<file path="config.mk">
export PLATFORM = sky130hd
export DESIGN_NAME = seg_cam
export DESIGN_NICKNAME = d
export VERILOG_FILES = /design/src/rtl/seg_cam_pkg.sv /design/src/rtl/seg_cam_ctrl.sv /design/src/rtl/seg_cam_prio.sv /design/src/rtl/seg_cam_datapath.sv /design/src/rtl/seg_cam.sv
export SDC_FILE = /design/constraint.sdc
export NUM_CORES = 1
export LEC_CHECK = 0
export BUFFER_PORTS_ARGS = -buffer_cell sky130_fd_sc_hd__buf_2
export CORE_MARGIN = 10
export CORE_UTILIZATION = 50
export CTS_BUF_LIST = sky130_fd_sc_hd__clkbuf_4
export CTS_CLUSTER_SIZE = 8
export DETAILED_ROUTE_END_ITERATION = 12
export PLACE_DENSITY = 0.81
export SYNTH_ARGS = -nofsm -noshare
export SYNTH_HDL_FRONTEND = slang
export SYNTH_SLANG_ARGS = --single-unit
</file>
<file path="constraint.sdc">
create_clock -name clk -period 4 [get_ports clk]
set_input_delay 0.8 -clock clk [delete_from_list [all_inputs] [get_ports clk]]
set_output_delay 0.8 -clock clk [all_outputs]
set_load 0.01 [all_outputs]
</file>
<file path="src/rtl/seg_cam_pkg.sv">
package seg_cam_pkg;
  // Strobes from the phase control to the datapath
  typedef struct packed {
    logic precharge;  // restore all nodes high this edge
    logic evaluate;   // compare key this edge
  } camStrobes_t;
endpackage

</file>
<file path="src/rtl/seg_cam_ctrl.sv">
module seg_cam_ctrl
  import seg_cam_pkg::*;
(
  input  logic        clk,
  input  logic        rst_n,
  input  logic        preN,
  output camStrobes_t strobes
);
  // Previous sampled level of the precharge control; idle-high after reset
  logic preQ;

  always_ff @(posedge clk or negedge rst_n) begin
    if (!rst_n) preQ <= 1'b1;
    else        preQ <= preN;
  end

  always_comb begin
    strobes.precharge = !preN;
    strobes.evaluate  = preN && !preQ;
  end

  // evaluation is a single edge per precharge release
  assert_single_eval_R4: assert property (@(posedge clk) disable iff (!rst_n)
    strobes.evaluate |=> !strobes.evaluate);

  // evaluation only follows a precharge edge
  assert_eval_after_pre_R4: assert property (@(posedge clk) disable iff (!rst_n)
    $rose(strobes.evaluate) |-> $past(strobes.precharge));
endmodule

</file>
<file path="src/rtl/seg_cam_prio.sv">
module seg_cam_prio #(
  parameter int NUM_ENTRIES = 8,
  localparam int IDX_W = (NUM_ENTRIES > 1) ? $clog2(NUM_ENTRIES) : 1
) (
  input  logic [NUM_ENTRIES-1:0] matchLineN,
  output logic                   hit,
  output logic [IDX_W-1:0]       hitIdx
);
  always_comb begin
    hit    = 1'b0;
    hitIdx = '0;
    // scan downward so the lowest active entry wins
    for (int i = NUM_ENTRIES - 1; i >= 0; i--) begin
      if (!matchLineN[i]) begin
        hit    = 1'b1;
        hitIdx = IDX_W'(i);
      end
    end
  end

  // reported index always points at a low match line
  always_comb begin
    if (hit) assert_idx_active_R7: assert (!matchLineN[hitIdx]);
  end
endmodule

</file>
<file path="src/rtl/seg_cam_datapath.sv">
module seg_cam_datapath
  import seg_cam_pkg::*;
#(
  parameter int NUM_ENTRIES = 8,
  parameter int WORD_W      = 16,
  parameter int LEAD_W      = 4,
  parameter int CNT_W       = 16,
  localparam int IDX_W   = (NUM_ENTRIES > 1) ? $clog2(NUM_ENTRIES) : 1,
  localparam int TRAIL_W = WORD_W - LEAD_W
) (
  input  logic                   clk,
  input  logic                   rst_n,
  input  camStrobes_t            strobes,
  input  logic                   wrEn,
  input  logic [IDX_W-1:0]       wrIdx,
  input  logic [WORD_W-1:0]      wrData,
  input  logic [WORD_W-1:0]      searchKey,
  output logic [NUM_ENTRIES-1:0] matchLineN,
  output logic [CNT_W-1:0]       evalCount
);
  logic [WORD_W-1:0]      storeQ [NUM_ENTRIES];
  logic [NUM_ENTRIES-1:0] validQ;
  logic [NUM_ENTRIES-1:0] leadHit, trailEq;
  logic [NUM_ENTRIES-1:0] leadNodeD, trailNodeD, matchD;
  logic [NUM_ENTRIES-1:0] leadNodeQ, trailNodeQ, matchQ;

  // Word storage (no reset needed: validity gates use)
  always_ff @(posedge clk) begin
    if (wrEn) storeQ[wrIdx] <= wrData;
  end

  always_ff @(posedge clk or negedge rst_n) begin
    if (!rst_n)    validQ <= '0;
    else if (wrEn) validQ[wrIdx] <= 1'b1;
  end

  // Per-entry staged compare
  for (genvar g = 0; g < NUM_ENTRIES; g++) begin : g_entry
    assign leadHit[g] = validQ[g] &&
      (storeQ[g][WORD_W-1 -: LEAD_W] == searchKey[WORD_W-1 -: LEAD_W]);
    assign trailEq[g] = (storeQ[g][TRAIL_W-1:0] == searchKey[TRAIL_W-1:0]);
    // leading node falls on a full leading match
    assign leadNodeD[g]  = !leadHit[g];
    // trailing node falls only when enabled and mismatching
    assign trailNodeD[g] = !(leadHit[g] && !trailEq[g]);
    // line discharges when leading node low and trailing node still high
    assign matchD[g]     = !(!leadNodeD[g] && trailNodeD[g]);
  end

  always_ff @(posedge clk or negedge rst_n) begin
    if (!rst_n) begin
      leadNodeQ  <= '1;
      trailNodeQ <= '1;
      matchQ     <= '1;
    end else if (strobes.precharge) begin
      leadNodeQ  <= '1;
      trailNodeQ <= '1;
      matchQ     <= '1;
    end else if (strobes.evaluate) begin
      leadNodeQ  <= leadNodeD;
      trailNodeQ <= trailNodeD;
      matchQ     <= matchD;
    end
  end

  function automatic logic [CNT_W-1:0] popCount(input logic [NUM_ENTRIES-1:0] v);
    logic [CNT_W-1:0] s;
    s = '0;
    for (int i = 0; i < NUM_ENTRIES; i++) s = s + CNT_W'(v[i]);
    return s;
  endfunction

  always_ff @(posedge clk or negedge rst_n) begin
    if (!rst_n)                evalCount <= '0;
    else if (strobes.evaluate) evalCount <= evalCount + popCount(leadHit);
  end

  assign matchLineN = matchQ;

  // precharge edge leaves every node high
  assert_precharge_high_R3: assert property (@(posedge clk) disable iff (!rst_n)
    strobes.precharge |=> (&matchQ && &leadNodeQ && &trailNodeQ));

  // a low trailing node never coexists with a discharged line
  assert_trail_blocks_R6: assert property (@(posedge clk) disable iff (!rst_n)
    ((~trailNodeQ) & (~matchQ)) == '0);

  // trailing node only falls where the leading node fell
  assert_trail_needs_lead_R6: assert property (@(posedge clk) disable iff (!rst_n)
    ((~trailNodeQ) & leadNodeQ) == '0);

  // invalid entries never hold a discharged line
  assert_invalid_quiet_R10: assert property (@(posedge clk) disable iff (!rst_n)
    ((~validQ) & (~matchQ)) == '0);

  // counter moves only on evaluation edges
  assert_count_stable_R9: assert property (@(posedge clk) disable iff (!rst_n)
    !strobes.evaluate |=> $stable(evalCount));

  // results hold between evaluation and next precharge
  assert_hold_R4: assert property (@(posedge clk) disable iff (!rst_n)
    (!strobes.precharge && !strobes.evaluate) |=> $stable(matchQ));
endmodule

</file>
<file path="src/rtl/seg_cam.sv">
module seg_cam
  import seg_cam_pkg::*;
#(
  parameter int NUM_ENTRIES = 8,
  parameter int WORD_W      = 16,
  parameter int LEAD_W      = 4,
  parameter int CNT_W       = 16,
  localparam int IDX_W = (NUM_ENTRIES > 1) ? $clog2(NUM_ENTRIES) : 1
) (
  input  logic                   clk,
  input  logic                   rst_n,
  input  logic                   wrEn,
  input  logic [IDX_W-1:0]       wrIdx,
  input  logic [WORD_W-1:0]      wrData,
  input  logic                   preN,
  input  logic [WORD_W-1:0]      searchKey,
  output logic [NUM_ENTRIES-1:0] matchN,
  output logic                   hit,
  output logic [IDX_W-1:0]       hitIdx,
  output logic [CNT_W-1:0]       trailEvalCount
);
  camStrobes_t strobes;

  seg_cam_ctrl u_ctrl (
    .clk     (clk),
    .rst_n   (rst_n),
    .preN    (preN),
    .strobes (strobes)
  );

  seg_cam_datapath #(
    .NUM_ENTRIES (NUM_ENTRIES),
    .WORD_W      (WORD_W),
    .LEAD_W      (LEAD_W),
    .CNT_W       (CNT_W)
  ) u_dp (
    .clk        (clk),
    .rst_n      (rst_n),
    .strobes    (strobes),
    .wrEn       (wrEn),
    .wrIdx      (wrIdx),
    .wrData     (wrData),
    .searchKey  (searchKey),
    .matchLineN (matchN),
    .evalCount  (trailEvalCount)
  );

  seg_cam_prio #(.NUM_ENTRIES(NUM_ENTRIES)) u_prio (
    .matchLineN (matchN),
    .hit        (hit),
    .hitIdx     (hitIdx)
  );
endmodule

</file>
==> results.sh, run 1 <==
export IMPL_final_cell_count_no_fill=759
export IMPL_synth_top_cell_by_area="edfxtp_1"
export IMPL_dpl_hpwl_um=11100
export IMPL_clkPwrFrac_pct=28.0
export IMPL_crit_top_cell="inv_2"
export IMPL_gr_usage_all_layers_pct=16.1
export IMPL_final_antenna_net_count=0
export IMPL_synth_seq_cells=161
export IMPL_cp_top_family="adder cells"
export IMPL_avgViaCountPerCell=5.38
export IMPL_nFillCells=1059
export IMPL_numCtsBuffers=17
export IMPL_wl_per_cell_um=20.0
export IMPL_holdBufCountCts=0
export IMPL_syn_avg_cell_area_sq_um=14.8
export IMPL_grt_pass1_wl_um=24000
export IMPL_nNetsFinal=615
export IMPL_crit_buf_inv=5
export IMPL_crit_path_max_incr_delay_ps=550
export IMPL_area_delta_synth_final_pct=14.5
export IMPL_min_path_type="input pin to async pin"
export IMPL_worstPathArrival_ps=4370
export IMPL_p_int_mw=2.29
export IMPL_initial_utilization_pct=50.8
export IMPL_rows=43
export IMPL_seqCellArea_sq_mm=0.00468
export IMPL_whs_ps=283
export IMPL_final_max_slew_viol_count=0
export IMPL_worstSetupPathType="input pin to flip-flop"
export IMPL_worstPathRequired_ps=4450
export IMPL_switching_share_pct=27.6
export IMPL_finalCriticalPeriod_ps=3920
export IMPL_coreArea_sq_mm=0.0138
export IMPL_min_period_over_period_pct=97.9
export IMPL_drt_initial_drc_count=321
export IMPL_totalWireLength_um=15200
export IMPL_status="completed"
export IMPL_io_buffers=66
export IMPL_drt_drc_violations_left=0
export IMPL_dieArea_sq_mm=0.0192
export IMPL_multi_input_area_sq_mm=0.00236
export IMPL_gr_total_overflow=0
export IMPL_cts_num_sinks=161
export IMPL_synth_top_cell_area_share_pct=54.7
export IMPL_relSlewSlack_pct=50.0
export IMPL_netlist_area_sq_mm=0.00702
export IMPL_synth_most_common_cell="edfxtp_1"
export IMPL_setup_viol_count_final=0
export IMPL_synth_cell_types=41
export IMPL_dp_cells=724
export IMPL_leakage_nw=2.97
export IMPL_cap_viol_max_count=0
export IMPL_synth_enable_flop_cells=128
export IMPL_finish_utilization_pct=58.2
export IMPL_die_x_um=139
export IMPL_num_vias=4082
export IMPL_ys_flop_type="edfxtp_1"
export IMPL_p_sw_mw=0.872
export IMPL_finalHoldViolations=0
export IMPL_seq_power_share_pct=60.4
export IMPL_h_tree_depth=4
export IMPL_synthTopCellsByCount="edfxtp_1, xor2_1, xnor2_1, dfrtp_1, nand2_1"
export IMPL_syn_nets=526
export IMPL_cts_tree="done"
export IMPL_boundaryPins=67
export IMPL_critPathLaunchType="input pin"
export IMPL_seq_area_frac_synth_pct=66.6
export IMPL_cp_max_fo=6
export IMPL_antenna_found_initial=2
export IMPL_clockBufferDepth=2
export IMPL_slowest_stage="fa_1"
export IMPL_first_pass_iters=5
export IMPL_max_freq_ghz=0.255
export IMPL_grt_pass1_vias=4274
export IMPL_end_kind="flip-flop"
export IMPL_rsz0062_at_grt="true"
export IMPL_cts_root_buf="clkbuf_4"
export IMPL_worstMarginPinSlew_ps=751
export IMPL_synthArstFlopShare_pct=20.5
export IMPL_power_mw=3.16
export IMPL_p_per_area_mw_per_mm2=393
export IMPL_combPwrFrac_pct=11.6
export IMPL_setup_tns_ps=0
export IMPL_syn_instance_count=476
export IMPL_clk_pin_slew_ps=150
export IMPL_grt_max_degree=34
export IMPL_critical_path_cell_chain="buf_2, xor2_1, nor4_4, fa_1, inv_2, fa_1, inv_2, fa_1, inv_2, fa_2, inv_2, fa_2, a21o_1, a21oi_4, nor3b_2, xor2_1"
export IMPL_yosysWarnings=0
export IMPL_synth_area_leaders="edfxtp_1, xor2_1, dfrtp_1, xnor2_1, dfstp_2"
export IMPL_ir_drop_mv=0.246
export IMPL_gp_congestion=0.815
export IMPL_die_h_um=139
export IMPL_drive_gt1_share_pct=28.7
export IMPL_finClkSkew_ps=16.9
export IMPL_clock_latency_ps=570
worst paths after layout:
check,cells after the start,to,from,slack [ps]
setup / recovery,16,u_dp.evalCount[8],searchKey[13],80
hold / removal,1,u_dp.validQ[7],rst_n,280
setup reg to reg,15,u_dp.evalCount[8],u_dp.storeQ[0][13],100
hold reg to reg,1,u_dp.evalCount[15],u_dp.evalCount[15],480
max in group asynchronous,1,u_dp.validQ[1],rst_n,3230
min in group clk,1,u_ctrl.preQ,preN,370
cell families after synthesis:
| family | share of synthesized area, % |
|---|---|
| and+or+nand+nor | 8.80 |
| AOI/OAI and AO/OA | 2.69 |
| xor gates and xnor gates | 17.6 |
| adders and majority gates | 2.49 |
| buffers and inverters | 1.78 |
| DFF | 66.6 |
metal layers:
layer | wire [um] | part of all wire (%) | vias up | GRT usage (%)
li1 | - | - | 1879 | -
met1 | 6510 | 43 | 2013 | 20.6
met4 | 353 | 2.3 | 2 | 6.66
met5 | 13 | 0.086 | - | 0
met2 | 7230 | 48 | 157 | 24.9
met3 | 1070 | 7.1 | 31 | 5.00
metrics by stage:
| step | worst slack (ps) | area [sq um] |
|---|---|---|
| 2_1_floorplan | -210 | 7170 |
| 3_3_place_gp | -369 | 7760 |
| 3_5_place_dp | -516 | 7760 |
| 4_1_cts | 42.0 | 8010 |
| 5_1_grt | -48.0 | 8040 |
| 6_report | 83.8 | 8040 |
area by class of cell:
class | instances | share of cell area (%)
Sequential cell | 161 | 58.2
Multi-Input combinational cell | 289 | 29.3
Timing Repair Buffer | 88 | 6.16
Tap cell | 180 | 2.80
Clock buffer | 17 | 1.59
Clock inverter | 15 | 1.56
Inverter | 8 | 0.373
Antenna cell | 1 | 0.0311
what timing repair did:
item	4_1_cts	5_1_grt
setup buffers	0	2
resized for setup	0	4
setup endpoints to repair	0	6
hold endpoints to repair	0	0
registers in the layout (all words and copies together) (netlist names):
| register | flops |
|---|---|
| u_dp.validQ | 8 |
| u_ctrl.preQ | 1 |
| u_dp.matchLineN | 8 |
| u_dp.evalCount | 16 |
| u_dp.storeQ | 128 |
layout by cell type, fill, tap and decap left out, types with 6 or more instances in the layout:
master,instances
buf_2,66
edfxtp_1,128
nor2_1,16
xnor2_1,53
a31oi_1,6
nor3_1,11
nor3_2,6
nand2_1,18
nand4_1,14
dfrtp_1,24
dfstp_2,9
buf_4,22
ha_1,6
nor4_1,13
clkbuf_4,17
or2_2,8
nand2b_1,6
xor2_1,80
power groups by stage:
| stage | Clock [mW] | Sequential, mW | Combinational, mW |
|---|---|---|---|
| 2_1_floorplan | 0 | 1.95 | 0.230 |
| 3_3_place_gp | 0 | 1.94 | 0.349 |
| 3_5_place_dp | 0 | 1.95 | 0.365 |
| 4_1_cts | 0.895 | 1.91 | 0.367 |
| 5_1_grt | 0.978 | 1.92 | 0.415 |
| 6_report | 0.883 | 1.91 | 0.367 |
No activity file was read; power rests on OpenSTA's default activity.
==> run 2: changes to the inputs <==
SETUP_SLACK_MARGIN = 0.15   (was default)
==> results.sh, run 2 (same netlist as run 1, synthesis figures left out) <==
export IMPL_p_int_mw=2.35
export IMPL_leakage_nw=2.98
export IMPL_critical_path_cell_chain="xnor2_2, nand2_1, nor4_4, fa_1, inv_2, fa_1, inv_2, fa_1, inv_2, fa_2, inv_2, fa_2, a21o_1, a21oi_4, nor3_2, xor2_1"
export IMPL_holdBufCountCts=0
export IMPL_relSlewSlack_pct=50.4
export IMPL_wl_per_cell_um=19.7
export IMPL_switching_share_pct=26.3
export IMPL_p_sw_mw=0.837
export IMPL_status="completed"
export IMPL_finalHoldViolations=0
export IMPL_crit_path_max_incr_delay_ps=540
export IMPL_h_tree_depth=4
export IMPL_clock_latency_ps=560
export IMPL_combPwrFrac_pct=11.5
export IMPL_cts_num_sinks=161
export IMPL_finalCriticalPeriod_ps=3880
export IMPL_boundaryPins=67
export IMPL_largestRegisters="u_dp.storeQ x128, u_dp.evalCount x16"
export IMPL_clockBufferDepth=2
export IMPL_grt_pass1_wl_um=23600
export IMPL_postLayoutCellArea_sq_mm=0.00806
export IMPL_cp_max_fo=6
export IMPL_crit_top_cell="inv_2"
export IMPL_clk_pin_slew_ps=130
export IMPL_clkPwrFrac_pct=28.5
export IMPL_worstPathArrival_ps=4330
export IMPL_numCtsBuffers=17
export IMPL_ir_drop_mv=0.260
export IMPL_setup_viol_count_final=0
export IMPL_cap_viol_max_count=0
export IMPL_worstMarginPinSlew_ps=744
export IMPL_final_antenna_net_count=0
export IMPL_setup_tns_ps=0
export IMPL_seq_power_share_pct=60.0
export IMPL_cts_tree="done"
export IMPL_final_common_cell="edfxtp_1"
export IMPL_mostFrequentLayoutCells="edfxtp_1, xor2_1, buf_2"
export IMPL_grt_pass1_vias=4301
export IMPL_max_freq_ghz=0.258
export IMPL_die_h_um=139
export IMPL_drt_initial_drc_count=307
export IMPL_grt_max_degree=34
export IMPL_top_register="u_dp.storeQ"
export IMPL_p_per_area_mw_per_mm2=395
export IMPL_worstPathRequired_ps=4450
export IMPL_rows=43
export IMPL_coreArea_sq_mm=0.0138
export IMPL_cts_root_buf="clkbuf_4"
export IMPL_avgViaCountPerCell=5.41
export IMPL_dpl_hpwl_um=11000
export IMPL_slowest_stage="fa_1"
export IMPL_initial_utilization_pct=50.8
export IMPL_io_buffers=66
export IMPL_end_kind="flip-flop"
export IMPL_area_delta_synth_final_pct=14.7
export IMPL_min_period_over_period_pct=97.0
export IMPL_min_path_type="input pin to async pin"
export IMPL_drt_drc_violations_left=0
export IMPL_place_area_sq_mm=0.00776
export IMPL_first_pass_iters=4
export IMPL_finish_utilization_pct=58.3
export IMPL_finClkSkew_ps=15.3
export IMPL_antenna_found_initial=2
export IMPL_nFillCells=1050
export IMPL_final_max_slew_viol_count=0
export IMPL_die_x_um=139
export IMPL_dieArea_sq_mm=0.0192
export IMPL_gr_total_overflow=0
export IMPL_nNetsFinal=615
export IMPL_gp_congestion=0.814
export IMPL_rsz0062_at_grt="true"
export IMPL_num_vias=4107
export IMPL_worstSetupPathType="flip-flop to flip-flop"
export IMPL_gr_usage_all_layers_pct=15.7
export IMPL_largest_reg_flops=128
export IMPL_critPathLaunchType="flip-flop"
export IMPL_totalWireLength_um=15000
export IMPL_drive_gt1_share_pct=28.7
[run 2: final cells by class]
cell class / count / area (sq um) / share of cell area, %
Sequential cell: 161 / 4680 / 58.1
Multi-Input combinational cell: 289 / 2350 / 29.2
Clock buffer: 18 / 135 / 1.68
Timing Repair Buffer: 88 / 495 / 6.15
Tap cell: 180 / 225 / 2.80
Antenna cell: 1 / 2.50 / 0.0311
Inverter: 8 / 30.0 / 0.373
Clock inverter: 14 / 135 / 1.68
[run 2: final timing paths]
kind | startpoint | slack, ps | cells past startpoint | to
worst min-delay path | rst_n | 290 | 1 | u_dp.evalCount[13]
worst min register to register | u_dp.validQ[7] | 490 | 1 | u_dp.validQ[7]
max in group asynchronous | rst_n | 3240 | 1 | u_dp.validQ[1]
worst max-delay path | u_dp.storeQ[3][13] | 120 | 16 | u_dp.evalCount[10]
worst max register to register | u_dp.storeQ[3][13] | 120 | 16 | u_dp.evalCount[10]
min in group clk | preN | 370 | 1 | u_ctrl.preQ
[run 2: metrics by stage]
step | setup WS [ps] | cells | hold slack, ps | power, mW
3_5_place_dp | -560 | 724 | 452 | 2.32
6_report | 119 | 759 | 288 | 3.19
4_1_cts | 92.6 | 757 | 275 | 3.21
3_3_place_gp | -371 | 724 | 454 | 2.29
5_1_grt | -86.8 | 759 | 296 | 3.33
2_1_floorplan | -210 | 476 | 439 | 2.18
[run 2: worst max-delay path: cells and delay by family, from the launching register on]
| kind | cells | cell delay, ps |
|---|---|---|
| adders and majority gates | 5 | 2060 |
| DFF | 1 | 470 |
| buffers and inverters | 4 | 200 |
| and+or+nand+nor | 3 | 280 |
| xor gates and xnor gates | 2 | 320 |
| AOI/OAI and AO/OA | 2 | 460 |
[run 2: routing by layer]
metal / vias up / global-route usage (%) / part of all wire, %
met5: - / 0 / 0.087
met4: 2 / 6.22 / 2.1
met3: 26 / 4.83 / 7.2
met2: 156 / 25.4 / 48
met1: 2042 / 19.4 / 43
li1: 1881 / - / -
[run 2: repair_timing]
action                                  CTS  global route
buffers inserted                          1             1
endpoints found under the setup margin    6             7
pin swaps                                 6             3
gates resized for setup                   1             2
[run 2: power by group through the flow]
stage | sequential, mW | clock, mW | combinational (mW)
global placement | 1.94 | 0 | 0.349
global route | 1.92 | 1.00 | 0.411
CTS | 1.91 | 0.928 | 0.369
detailed placement | 1.95 | 0 | 0.367
floorplan | 1.95 | 0 | 0.230
finish | 1.91 | 0.908 | 0.366
==> run 3: changes to the inputs <==
CORE_UTILIZATION = 55   (was 50)
PLACE_DENSITY = 0.9   (was 0.81)
==> results.sh, run 3 (same netlist as run 1, synthesis figures left out) <==
export IMPL_grt_max_degree=34
export IMPL_avgViaCountPerCell=5.53
export IMPL_rsz0062_at_grt="true"
export IMPL_totalWireLength_um=15800
export IMPL_critical_path_cell_chain="buf_2, xor2_2, nor4_4, fa_1, inv_2, fa_1, inv_1, fa_1, inv_2, fa_2, inv_2, fa_2, a21o_1, a21oi_4, nor3b_2, xor2_1"
export IMPL_dieArea_sq_mm=0.0177
export IMPL_whs_ps=317
export IMPL_h_tree_depth=4
export IMPL_cts_num_sinks=161
export IMPL_leakage_nw=3.02
export IMPL_coreArea_sq_mm=0.0126
export IMPL_die_x_um=133
export IMPL_initial_utilization_pct=55.9
export IMPL_gp_congestion=0.877
export IMPL_cp_top_family="adder cells"
export IMPL_num_vias=4176
export IMPL_p_per_area_mw_per_mm2=406
export IMPL_power_mw=3.31
export IMPL_io_buffers=66
export IMPL_worstPathRequired_ps=4420
export IMPL_mostFrequentLayoutCells="edfxtp_1, xor2_1, buf_2"
export IMPL_drt_initial_drc_count=402
export IMPL_slowest_stage="fa_1"
export IMPL_min_path_type="input pin to async pin"
export IMPL_grt_pass1_wl_um=24800
export IMPL_dp_cells=718
export IMPL_finalCriticalPeriod_ps=3900
export IMPL_place_area_sq_mm=0.00777
export IMPL_clockBufferDepth=2
export IMPL_critPathLaunchType="input pin"
export IMPL_gr_total_overflow=0
export IMPL_cap_viol_max_count=0
export IMPL_cts_tree="done"
export IMPL_postLayoutCellArea_sq_mm=0.00814
export IMPL_boundaryPins=67
export IMPL_final_cell_count_no_fill=755
export IMPL_clock_latency_ps=540
export IMPL_ir_drop_mv=0.196
export IMPL_worstMarginPinSlew_ps=755
export IMPL_antenna_found_initial=2
export IMPL_worstSetupPathType="input pin to flip-flop"
export IMPL_gr_usage_all_layers_pct=18.1
export IMPL_largestRegisters="u_dp.storeQ x128, u_dp.evalCount x16"
export IMPL_rows=41
export IMPL_min_period_over_period_pct=97.4
export IMPL_grt_pass1_vias=4493
export IMPL_cp_max_fo=6
export IMPL_crit_buf_inv=5
export IMPL_wl_per_cell_um=21.0
export IMPL_dpl_hpwl_um=11000
export IMPL_final_antenna_net_count=0
export IMPL_numCtsBuffers=17
export IMPL_finClkSkew_ps=19.8
export IMPL_top_register="u_dp.storeQ"
export IMPL_area_delta_synth_final_pct=15.9
export IMPL_final_common_cell="edfxtp_1"
export IMPL_relSlewSlack_pct=49.6
export IMPL_finalHoldViolations=0
export IMPL_worstPathArrival_ps=4320
export IMPL_finish_utilization_pct=64.8
export IMPL_max_freq_ghz=0.257
export IMPL_crit_path_max_incr_delay_ps=480
export IMPL_drt_drc_violations_left=0
export IMPL_final_max_slew_viol_count=0
export IMPL_clk_pin_slew_ps=140
export IMPL_drive_gt1_share_pct=29.6
export IMPL_nNetsFinal=618
export IMPL_setup_viol_count_final=0
export IMPL_first_pass_iters=6
export IMPL_end_kind="flip-flop"
export IMPL_largest_reg_flops=128
export IMPL_status="completed"
export IMPL_die_h_um=133
export IMPL_cts_root_buf="clkbuf_4"
## run 3: cell types whose count changed in the layout (fill, tap and decap cells not counted), moves of 2 or more
cell	before	now
xor2_1	80	76
xor2_2	5	9
clkinv_4	5	2
buf_4	22	24
bufinv_16	1	3
## run 3: final timing paths
check / startpoint / endpoint / slack [ps] / cells past startpoint
min in group clk: preN / u_ctrl.preQ / 390 / 1
min reg2reg: u_dp.evalCount[15] / u_dp.evalCount[15] / 480 / 1
max reg2reg: u_dp.storeQ[1][14] / u_dp.evalCount[8] / 110 / 15
min: rst_n / u_dp.evalCount[0] / 320 / 1
max: searchKey[14] / u_dp.evalCount[8] / 100 / 16
max in group asynchronous: rst_n / u_dp.validQ[7] / 3190 / 1
## run 3: worst reg2reg max path, stage by stage (launching register included)
cell and delay (ps):
edfxtp_1 450, xor2_2 190, nor4_4 340, fa_1 480
inv_2 80, fa_1 380, inv_1 80, fa_1 410
inv_2 80, fa_2 210, inv_2 40, fa_2 340
a21o_1 220, a21oi_4 250, nor3b_2 90, xor2_1 150
## run 3: timing repair
action	CTS	global route
pin swaps	15	7
hold buffers	0	0
resized for setup	5	3
setup endpoints to repair	6	7
buffers inserted	2	1
## run 3: stage by stage
step / setup TNS (ps) / worst slack [ps]
5_1_grt: -229 / -70.3
3_5_place_dp: -4840 / -516
3_3_place_gp: -2820 / -353
2_1_floorplan: -1240 / -210
4_1_cts: 0 / 117
6_report: 0 / 102
## run 3: final cells by class
class                           count  area (sq um)
Tap cell                          172           215
Inverter                            8          30.0
Clock inverter                     13           161
Sequential cell                   161          4680
Multi-Input combinational cell    289          2390
Clock buffer                       19           143
Antenna cell                        2          5.00
Fill cell                         843          4430
Timing Repair Buffer               91           522
## run 3: where the power goes
group          internal, mW  switching, mW
clock                 0.449          0.564
sequential             1.88         0.0382
combinational         0.152          0.228
## run 3: metal layers
metal	GRT usage, %	up-vias	wire length, um
li1	-	1879	-
met1	22.4	2091	6480
met2	29.6	184	7920
met3	4.92	22	1150
met4	7.15	0	281
met5	0	-	0
